[src/rtl/demux_pkg.sv]
package demux_pkg;

  // Pair of divided clocks produced next to the parallel word.
  typedef struct packed {
    logic word_clk;
    logic half_clk;
  } dmx_clocks_t;

endpackage

[src/rtl/dmx_phase_counter.sv]
// Free-running bit position counter; produces the wrap strobe and a
// registered 50%-duty word clock taken from the next counter value.
module dmx_phase_counter #(
  parameter int WORD_W = 16
) (
  input  logic clk,
  input  logic rst_n,
  output logic wrap,
  output logic word_clk
);

  localparam int CNT_W = $clog2(WORD_W);
  localparam int HALF  = WORD_W / 2;

  logic [CNT_W-1:0] cnt_q;
  logic [CNT_W-1:0] cnt_d;
  logic             wclk_q;
  logic             wclk_d;

  always_comb begin
    wrap   = (cnt_q == CNT_W'(WORD_W - 1));
    cnt_d  = wrap ? '0 : cnt_q + 1'b1;
    wclk_d = (cnt_d >= CNT_W'(HALF));
  end

  always_ff @(negedge clk or negedge rst_n) begin
    if (!rst_n) begin
      cnt_q  <= '0;
      wclk_q <= 1'b0;
    end else begin
      cnt_q  <= cnt_d;
      wclk_q <= wclk_d;
    end
  end

  assign word_clk = wclk_q;

endmodule

[src/rtl/dmx_shift_capture.sv]
// Collects the first WORD_W-1 bits of a group, earliest bit ending at
// index 0; the assembled output appends the bit present this edge.
module dmx_shift_capture #(
  parameter int WORD_W = 16
) (
  input  logic              clk,
  input  logic              rst_n,
  input  logic              ser_in,
  output logic [WORD_W-1:0] assembled
);

  logic [WORD_W-2:0] sh_q;
  logic [WORD_W-2:0] sh_d;

  generate
    if (WORD_W == 2) begin : g_single
      always_comb sh_d = ser_in;
    end else begin : g_multi
      always_comb sh_d = {ser_in, sh_q[WORD_W-2:1]};
    end
  endgenerate

  always_ff @(negedge clk or negedge rst_n) begin
    if (!rst_n) begin
      sh_q <= '0;
    end else begin
      sh_q <= sh_d;
    end
  end

  assign assembled = {ser_in, sh_q};

endmodule

[src/rtl/dmx_word_reg.sv]
// Output holding register with an explicit load enable.
module dmx_word_reg #(
  parameter int WORD_W = 16
) (
  input  logic              clk,
  input  logic              rst_n,
  input  logic              load_en,
  input  logic [WORD_W-1:0] d,
  output logic [WORD_W-1:0] q
);

  logic [WORD_W-1:0] q_r;
  logic [WORD_W-1:0] q_d;

  always_comb begin
    q_d = load_en ? d : q_r;
  end

  always_ff @(negedge clk or negedge rst_n) begin
    if (!rst_n) begin
      q_r <= '0;
    end else begin
      q_r <= q_d;
    end
  end

  assign q = q_r;

endmodule

[src/rtl/dmx_half_toggle.sv]
// Divide-by-two stage advanced only when its enable is high.
module dmx_half_toggle (
  input  logic clk,
  input  logic rst_n,
  input  logic en,
  output logic q
);

  logic t_q;
  logic t_d;

  always_comb begin
    t_d = en ? ~t_q : t_q;
  end

  always_ff @(negedge clk or negedge rst_n) begin
    if (!rst_n) begin
      t_q <= 1'b0;
    end else begin
      t_q <= t_d;
    end
  end

  assign q = t_q;

endmodule

[src/rtl/serial_word_demux.sv]
// Serial-to-parallel demultiplexer with divide-by-WORD_W and
// divide-by-2*WORD_W clocks. WORD_W must be a power of two, >= 2.
module serial_word_demux #(
  parameter int WORD_W = 16
) (
  input  logic              bit_clk,
  input  logic              rst_n,
  input  logic              ser_in,
  output logic [WORD_W-1:0] par_word,
  output logic              word_clk,
  output logic              half_clk
);

  import demux_pkg::*;

  logic              wrap;
  logic [WORD_W-1:0] assembled;
  dmx_clocks_t       clks;

  dmx_phase_counter #(.WORD_W(WORD_W)) u_phase (
    .clk      (bit_clk),
    .rst_n    (rst_n),
    .wrap     (wrap),
    .word_clk (clks.word_clk)
  );

  dmx_shift_capture #(.WORD_W(WORD_W)) u_shift (
    .clk       (bit_clk),
    .rst_n     (rst_n),
    .ser_in    (ser_in),
    .assembled (assembled)
  );

  // Loads on the same edge where the word clock falls.
  dmx_word_reg #(.WORD_W(WORD_W)) u_out (
    .clk     (bit_clk),
    .rst_n   (rst_n),
    .load_en (wrap),
    .d       (assembled),
    .q       (par_word)
  );

  dmx_half_toggle u_half (
    .clk   (bit_clk),
    .rst_n (rst_n),
    .en    (wrap),
    .q     (clks.half_clk)
  );

  assign word_clk = clks.word_clk;
  assign half_clk = clks.half_clk;

endmodule

[config.mk]
export PLATFORM = sky130hd
export DESIGN_NAME = serial_word_demux
export DESIGN_NICKNAME = d
export VERILOG_FILES = /design/src/rtl/demux_pkg.sv /design/src/rtl/dmx_phase_counter.sv /design/src/rtl/dmx_shift_capture.sv /design/src/rtl/dmx_word_reg.sv /design/src/rtl/dmx_half_toggle.sv /design/src/rtl/serial_word_demux.sv
export SDC_FILE = /design/constraint.sdc
export NUM_CORES = 1
export LEC_CHECK = 0
export BUFFER_PORTS_ARGS = -buffer_cell sky130_fd_sc_hd__buf_4
export CAP_MARGIN = 10
export CORE_MARGIN = 2
export CORE_UTILIZATION = 55
export CTS_BUF_LIST = sky130_fd_sc_hd__clkbuf_8
export DETAILED_ROUTE_END_ITERATION = 12
export GPL_TIMING_DRIVEN = 0
export PLACE_DENSITY = 0.79
export SLEW_MARGIN = 20
export SYNTH_ARGS = -nofsm -noshare
export SYNTH_HDL_FRONTEND = slang
export SYNTH_SLANG_ARGS = --single-unit
[constraint.sdc]
create_clock -name bit_clk -period 4 [get_ports bit_clk]
set_input_delay 0.4 -clock bit_clk [delete_from_list [all_inputs] [get_ports bit_clk]]
set_output_delay 0.4 -clock bit_clk [all_outputs]
set_load 0.01 [all_outputs]
==> impl_metrics.tcl, run 1 <==
set metrics [dict create \
    outcome "complete, no violations" \
    cp.arrival_ns 2.86 \
    power_density_nw_per_um2 516 \
    grt_use_total_pct 16.8 \
    min_from "u_shift.sh_q[14]$_DFF_NN0_" \
    drtIter0Drc 1 \
    power_mw 0.810 \
    fin_worst_skew_ns 0.00707 \
    clkTransAtPathRegs_ns 0.05 \
    rrSetupSlack_ns 2.45 \
    hold_path_depth 0 \
    ir_worst_vdd_mv 0.525 \
    grt_pass1_wl_mm 3.06 \
    io_pins 21 \
    drtAntennaViolNets 0 \
    area_growth_pct 25.5 \
    crit_buf_inv 1 \
    final_core_utilization_pct 72.3 \
    rows 17 \
    maxCapViolCount 0 \
    first_pass_iters 3 \
    cts_buffers 5 \
    tightestPinTransition_ns 0.441 \
    dr_total_vias 615 \
    antenna_found_initial 0 \
    crit_chain "buf_4" \
    slew_headroom_pct 70.6 \
    crit_family "flip-flops" \
    netlist_area_sq_um 1250 \
    diodes 0 \
    postSynthRegisterBits 37 \
    p_int_mw 0.660 \
    min_to "u_shift.sh_q[13]$_DFF_NN0_" \
    syn-num-nets 69 \
    final_cells 121 \
    reg2reg_from "u_phase.cnt_q[0]$_DFF_NN0_" \
    r2r-end "u_out.q[14]$_DFFE_NN0N_" \
    viasPerCell 5.08 \
    cts.path.max_buffers 2 \
    critical_path_class "flip-flop to output pin" \
    cp_data_required_time_ns 3.60 \
    reg2reg_depth 4 \
    p_sw_share_pct 18.4 \
    die_h_um 51.7 \
    grt_pass1_vias 614 \
    p_clk_share_pct 45.9 \
    dpl.hpwl_mm 1.18 \
    clk_latency_ns 0.29 \
    hp-class "flip-flop to flip-flop" \
    rsz0062_at_grt "false" \
    cts_tree "built" \
    routed_wl_mm 1.79 \
    n_fill_cell 156 \
    nNetsFinal 96 \
    post_cts_resized 0 \
    tns_ns 0 \
    endpoint_kind "output pin" \
    synth_seq_area_share_pct 74.1 \
    cp_slowest_cell "dfrtn_1" \
    core_sq_um 2170 \
    yosys.cell_types.count 14 \
    port_buffers 20 \
    post_cts_buffers 0 \
    setup-violations-final 0 \
    syn_avg_cell_area_sq_um 19.2 \
    grt_start_max_net_pins 38 \
    p_leak_nw 0.764 \
    finalHoldViolCount 0 \
    ctsRootBufferMaster "clkbuf_8" \
    slew_viol_final 0 \
    switchingPower_mw 0.149 \
    hold_buffers 0 \
    die_w_um 51.7 \
    yosysWarnings 0 \
    dieArea_sq_um 2670 \
    drcViolationCount 0 \
    pwr-share-seq_pct 49.7 \
    start_util_pct 57.6 \
    overflow 0 \
    h-tree-depth 2 \
    drive_above_1_share_pct 49.5 \
    combPwrFrac_pct 4.4 \
    max_stage_delay_ns 0.44 \
    place_inst 113 \
    synth_cells 65 \
    holdWs_ns 0.319 \
    cts_sinks 37 \
    crit_path_start_kind "flip-flop" \
    path_max_fanout 2 \
    wl_per_cell_um 14.8 \
    place.gp.congestion 0.633 \
]
state kept, by name, indices dropped and copies added (netlist names):
name,flops
u_half.q,1
u_phase.cnt_q,4
u_shift.sh_q,15
u_out.q,16
u_phase.word_clk,1
synthesized netlist by cell type:
cell type	n	share of area [%]
nand2_1	1	0.30
ha_1	1	1.0
a31oi_1	1	0.50
mux2_4	9	11
mux2_2	7	6.3
and4b_1	1	0.80
inv_1	1	0.30
and2b_1	1	0.60
buf_6	1	0.90
dfrtn_1	37	74
xor2_1	1	0.70
xnor2_1	1	0.70
a311o_1	2	1.6
nand3_4	1	1.4
worst max path at each step:
stage | slack (ns) | depth (start not counted) | end | start
3_3_place_gp | 1.07 | 1 | half_clk | u_half.q$_DFFE_NN0N_
4_1_cts | 0.73 | 1 | half_clk | u_half.q$_DFFE_NN0N_
5_1_grt | 0.70 | 1 | half_clk | u_half.q$_DFFE_NN0N_
6_report | 0.74 | 1 | half_clk | u_half.q$_DFFE_NN0N_
2_1_floorplan | 1.16 | 0 | half_clk | u_half.q$_DFFE_NN0N_
3_5_place_dp | 1.05 | 1 | half_clk | u_half.q$_DFFE_NN0N_
kinds of logic after synthesis:
group	after synthesis	share of synthesized area, %
DFF	37	74.1
muxes	16	17.1
and+or+nand+nor	4	3.10
AOI/OAI and AO/OA	3	2.10
xor gates and xnor gates	2	1.40
buffers and inverters	2	1.20
adders and majority gates	1	1.00
power by group through the flow:
stage	combinational, mW	clock [mW]	sequential [mW]
6_report	0.0353	0.372	0.402
5_1_grt	0.0389	0.398	0.404
4_1_cts	0.0363	0.380	0.403
3_5_place_dp	0.0362	0	0.409
3_3_place_gp	0.0356	0	0.408
2_1_floorplan	0.00980	0	0.411
through the flow:
stage	cell area, sq um	worst slack (ns)
floorplan	1250	1.16
global placement	1440	1.07
detailed placement	1440	1.05
CTS	1570	0.728
global route	1570	0.705
finish	1570	0.741
cells in the final DEF, fill, tap and decap left out:
master     netlist  routed
dfrtn_1         37      37
nand3_4          1       1
mux2_2           7       7
buf_4            0      20
and2b_1          1       1
clkbuf_8         0       5
ha_1             1       1
mux2_4           9       9
clkinv_2         0       1
and4b_1          1       1
buf_6            1       1
a31oi_1          1       1
bufinv_16        0       2
xor2_1           1       1
xnor2_1          1       1
inv_1            1       1
nand2_1          1       1
a311o_1          2       2
area by class of cell:
class | instances | area, sq um | share of cell area (%)
multi-input cells | 26 | 309 | 19.7
flip-flops and latches | 37 | 926 | 59.0
clock buffers | 5 | 68.8 | 4.39
repair buffers | 20 | 150 | 9.57
inverters | 1 | 3.75 | 0.239
well taps | 28 | 35.0 | 2.23
plain buffers | 1 | 11.3 | 0.718
clock inverters | 3 | 65.1 | 4.15
layer usage:
layer	GRT usage (%)	vias up	wire length (um)
met2	23.3	20	872
met1	22.2	315	802
met5	0	-	0
li1	-	278	-
met4	7.89	0	17
met3	8.05	2	103
No activity file was read; power rests on OpenSTA's default activity.
==> run 2, diff against run 1 <==
- CORE_UTILIZATION: 55 -> 51
- PLACE_DENSITY: 0.79 -> 0.77
- clock period: 4 -> 2.8 ns (I/O delays scaled with it)
==> run 2 against run 1 <==
  * Clock power rose by 45%
  * Critical endpoint is now par_word[11]
  * Critical path depth did not move
  * Highest routed layer unchanged
  * First-iteration DRC count rose by 100%
  * Core utilization fell by 2.7 points
==> impl_metrics.tcl, run 2 (same netlist as run 1, synthesis figures left out) <==
set metrics [dict create \
    outcome "complete, no violations" \
    grt_start_max_net_pins 38 \
    n_fill_cell 167 \
    clk_latency_ns 0.29 \
    die_w_um 53.5 \
    drive_above_1_share_pct 49.5 \
    cp.arrival_ns 2.25 \
    drcViolationCount 0 \
    ir_worst_vdd_mv 0.576 \
    first_pass_iters 4 \
    grt_pass1_wl_mm 3.02 \
    pwr-share-seq_pct 49.3 \
    grt_pass1_vias 633 \
    cp_slowest_cell "dfrtn_1" \
    drtIter0Drc 2 \
    endpoint_kind "output pin" \
    start_util_pct 55.4 \
    rrSetupSlack_ns 1.23 \
    path_max_fanout 2 \
    p_int_mw 0.943 \
    rsz0062_at_grt "false" \
    area_growth_pct 25.5 \
    cts_tree "built" \
    place_inst 113 \
    setup-violations-final 0 \
    io_pins 21 \
    dieArea_sq_um 2860 \
    maxCapViolCount 0 \
    routed_wl_mm 1.71 \
    multi_input_area_sq_um 309 \
    final_common_cell "dfrtn_1" \
    grt_use_total_pct 16.0 \
    slew_headroom_pct 70.8 \
    hold_buffers 0 \
    seq_area_sq_um 926 \
    max_stage_delay_ns 0.43 \
    min_to "u_shift.sh_q[12]$_DFF_NN0_" \
    reg2reg_depth 4 \
    crit_path_start_kind "flip-flop" \
    die_h_um 53.5 \
    p_clk_share_pct 46.3 \
    port_buffers 20 \
    cts_sinks 37 \
    min_from "u_shift.sh_q[13]$_DFF_NN0_" \
    slew_viol_final 0 \
    clkTransAtPathRegs_ns 0.06 \
    nNetsFinal 96 \
    wl_per_cell_um 14.1 \
    antenna_found_initial 0 \
    tns_ns 0 \
    drtAntennaViolNets 0 \
    tightestPinTransition_ns 0.438 \
    hp-class "flip-flop to flip-flop" \
    ctsRootBufferMaster "clkbuf_8" \
    place.gp.congestion 0.647 \
    overflow 0 \
    viasPerCell 5.09 \
    crit_chain "buf_4" \
    crit_family "flip-flops" \
    hold_path_depth 0 \
    h-tree-depth 2 \
    core_sq_um 2250 \
    final_cells 121 \
    p_leak_nw 0.764 \
    combPwrFrac_pct 4.3 \
    largest_reg_flops 16 \
    switchingPower_mw 0.219 \
    cts_buffers 5 \
    final_cell_mix "dfrtn_1 (37), buf_4 (20), mux2_4 (9)" \
    post_cts_buffers 0 \
    cts.path.max_buffers 2 \
    cp_data_required_time_ns 2.52 \
    path_depth 1 \
    reg2reg_from "u_phase.cnt_q[0]$_DFF_NN0_" \
    rows 17 \
    crit_buf_inv 1 \
    power_density_nw_per_um2 741 \
    critical_path_class "flip-flop to output pin" \
    diodes 0 \
    post_cts_resized 0 \
    finalHoldViolCount 0 \
    r2r-end "u_out.q[2]$_DFFE_NN0N_" \
    dpl.hpwl_mm 1.13 \
    p_sw_share_pct 18.9 \
    fin_worst_skew_ns 0.00841 \
    dr_total_vias 616 \
]
## run 2: how the worst max path moves through the flow
stage	start	end	slack, ns
global placement	u_half.q$_DFFE_NN0N_	half_clk	0.59
global route	u_out.q[11]$_DFFE_NN0N_	par_word[11]	0.23
floorplan	u_half.q$_DFFE_NN0N_	half_clk	0.68
detailed placement	u_out.q[3]$_DFFE_NN0N_	par_word[3]	0.59
CTS	u_out.q[11]$_DFFE_NN0N_	par_word[11]	0.26
finish	u_out.q[11]$_DFFE_NN0N_	par_word[11]	0.27
## run 2: layout make-up
| type | instances | area share, % |
|---|---|---|
| Multi-Input combinational cell | 26 | 19.7 |
| Tap cell | 28 | 2.23 |
| Sequential cell | 37 | 59.0 |
| Timing Repair Buffer | 20 | 9.57 |
| Clock inverter | 3 | 4.15 |
| Inverter | 1 | 0.239 |
| Clock buffer | 5 | 4.39 |
| Buffer | 1 | 0.718 |
## run 2: per-layer routing
metal	GRT usage (%)	wire [um]	vias up
li1	-	-	278
met1	19.8	768	311
met2	23.0	782	21
met3	7.63	123	6
met4	8.97	32	0
met5	0	0	-
## run 2: power groups by stage
stage                     Combinational [mW]  Sequential [mW]  Clock [mW]
final                                 0.0504            0.574       0.539
after global routing                  0.0561            0.578       0.568
after CTS                             0.0521            0.574       0.545
after detailed placement              0.0519            0.584           0
after global placement                0.0510            0.583           0
after floorplan                       0.0140            0.586           0
## run 2: metrics by stage
step	power, mW	setup WS, ns	hold slack, ns	util, %	instance area [sq um]
5_1_grt	1.20	0.226	0.325	69.6	1570
6_report	1.16	0.265	0.308	69.6	1570
3_5_place_dp	0.636	0.587	0.322	63.7	1440
4_1_cts	1.17	0.259	0.313	69.6	1570
3_3_place_gp	0.634	0.590	0.318	63.7	1440
2_1_floorplan	0.600	0.680	0.310	-	1250
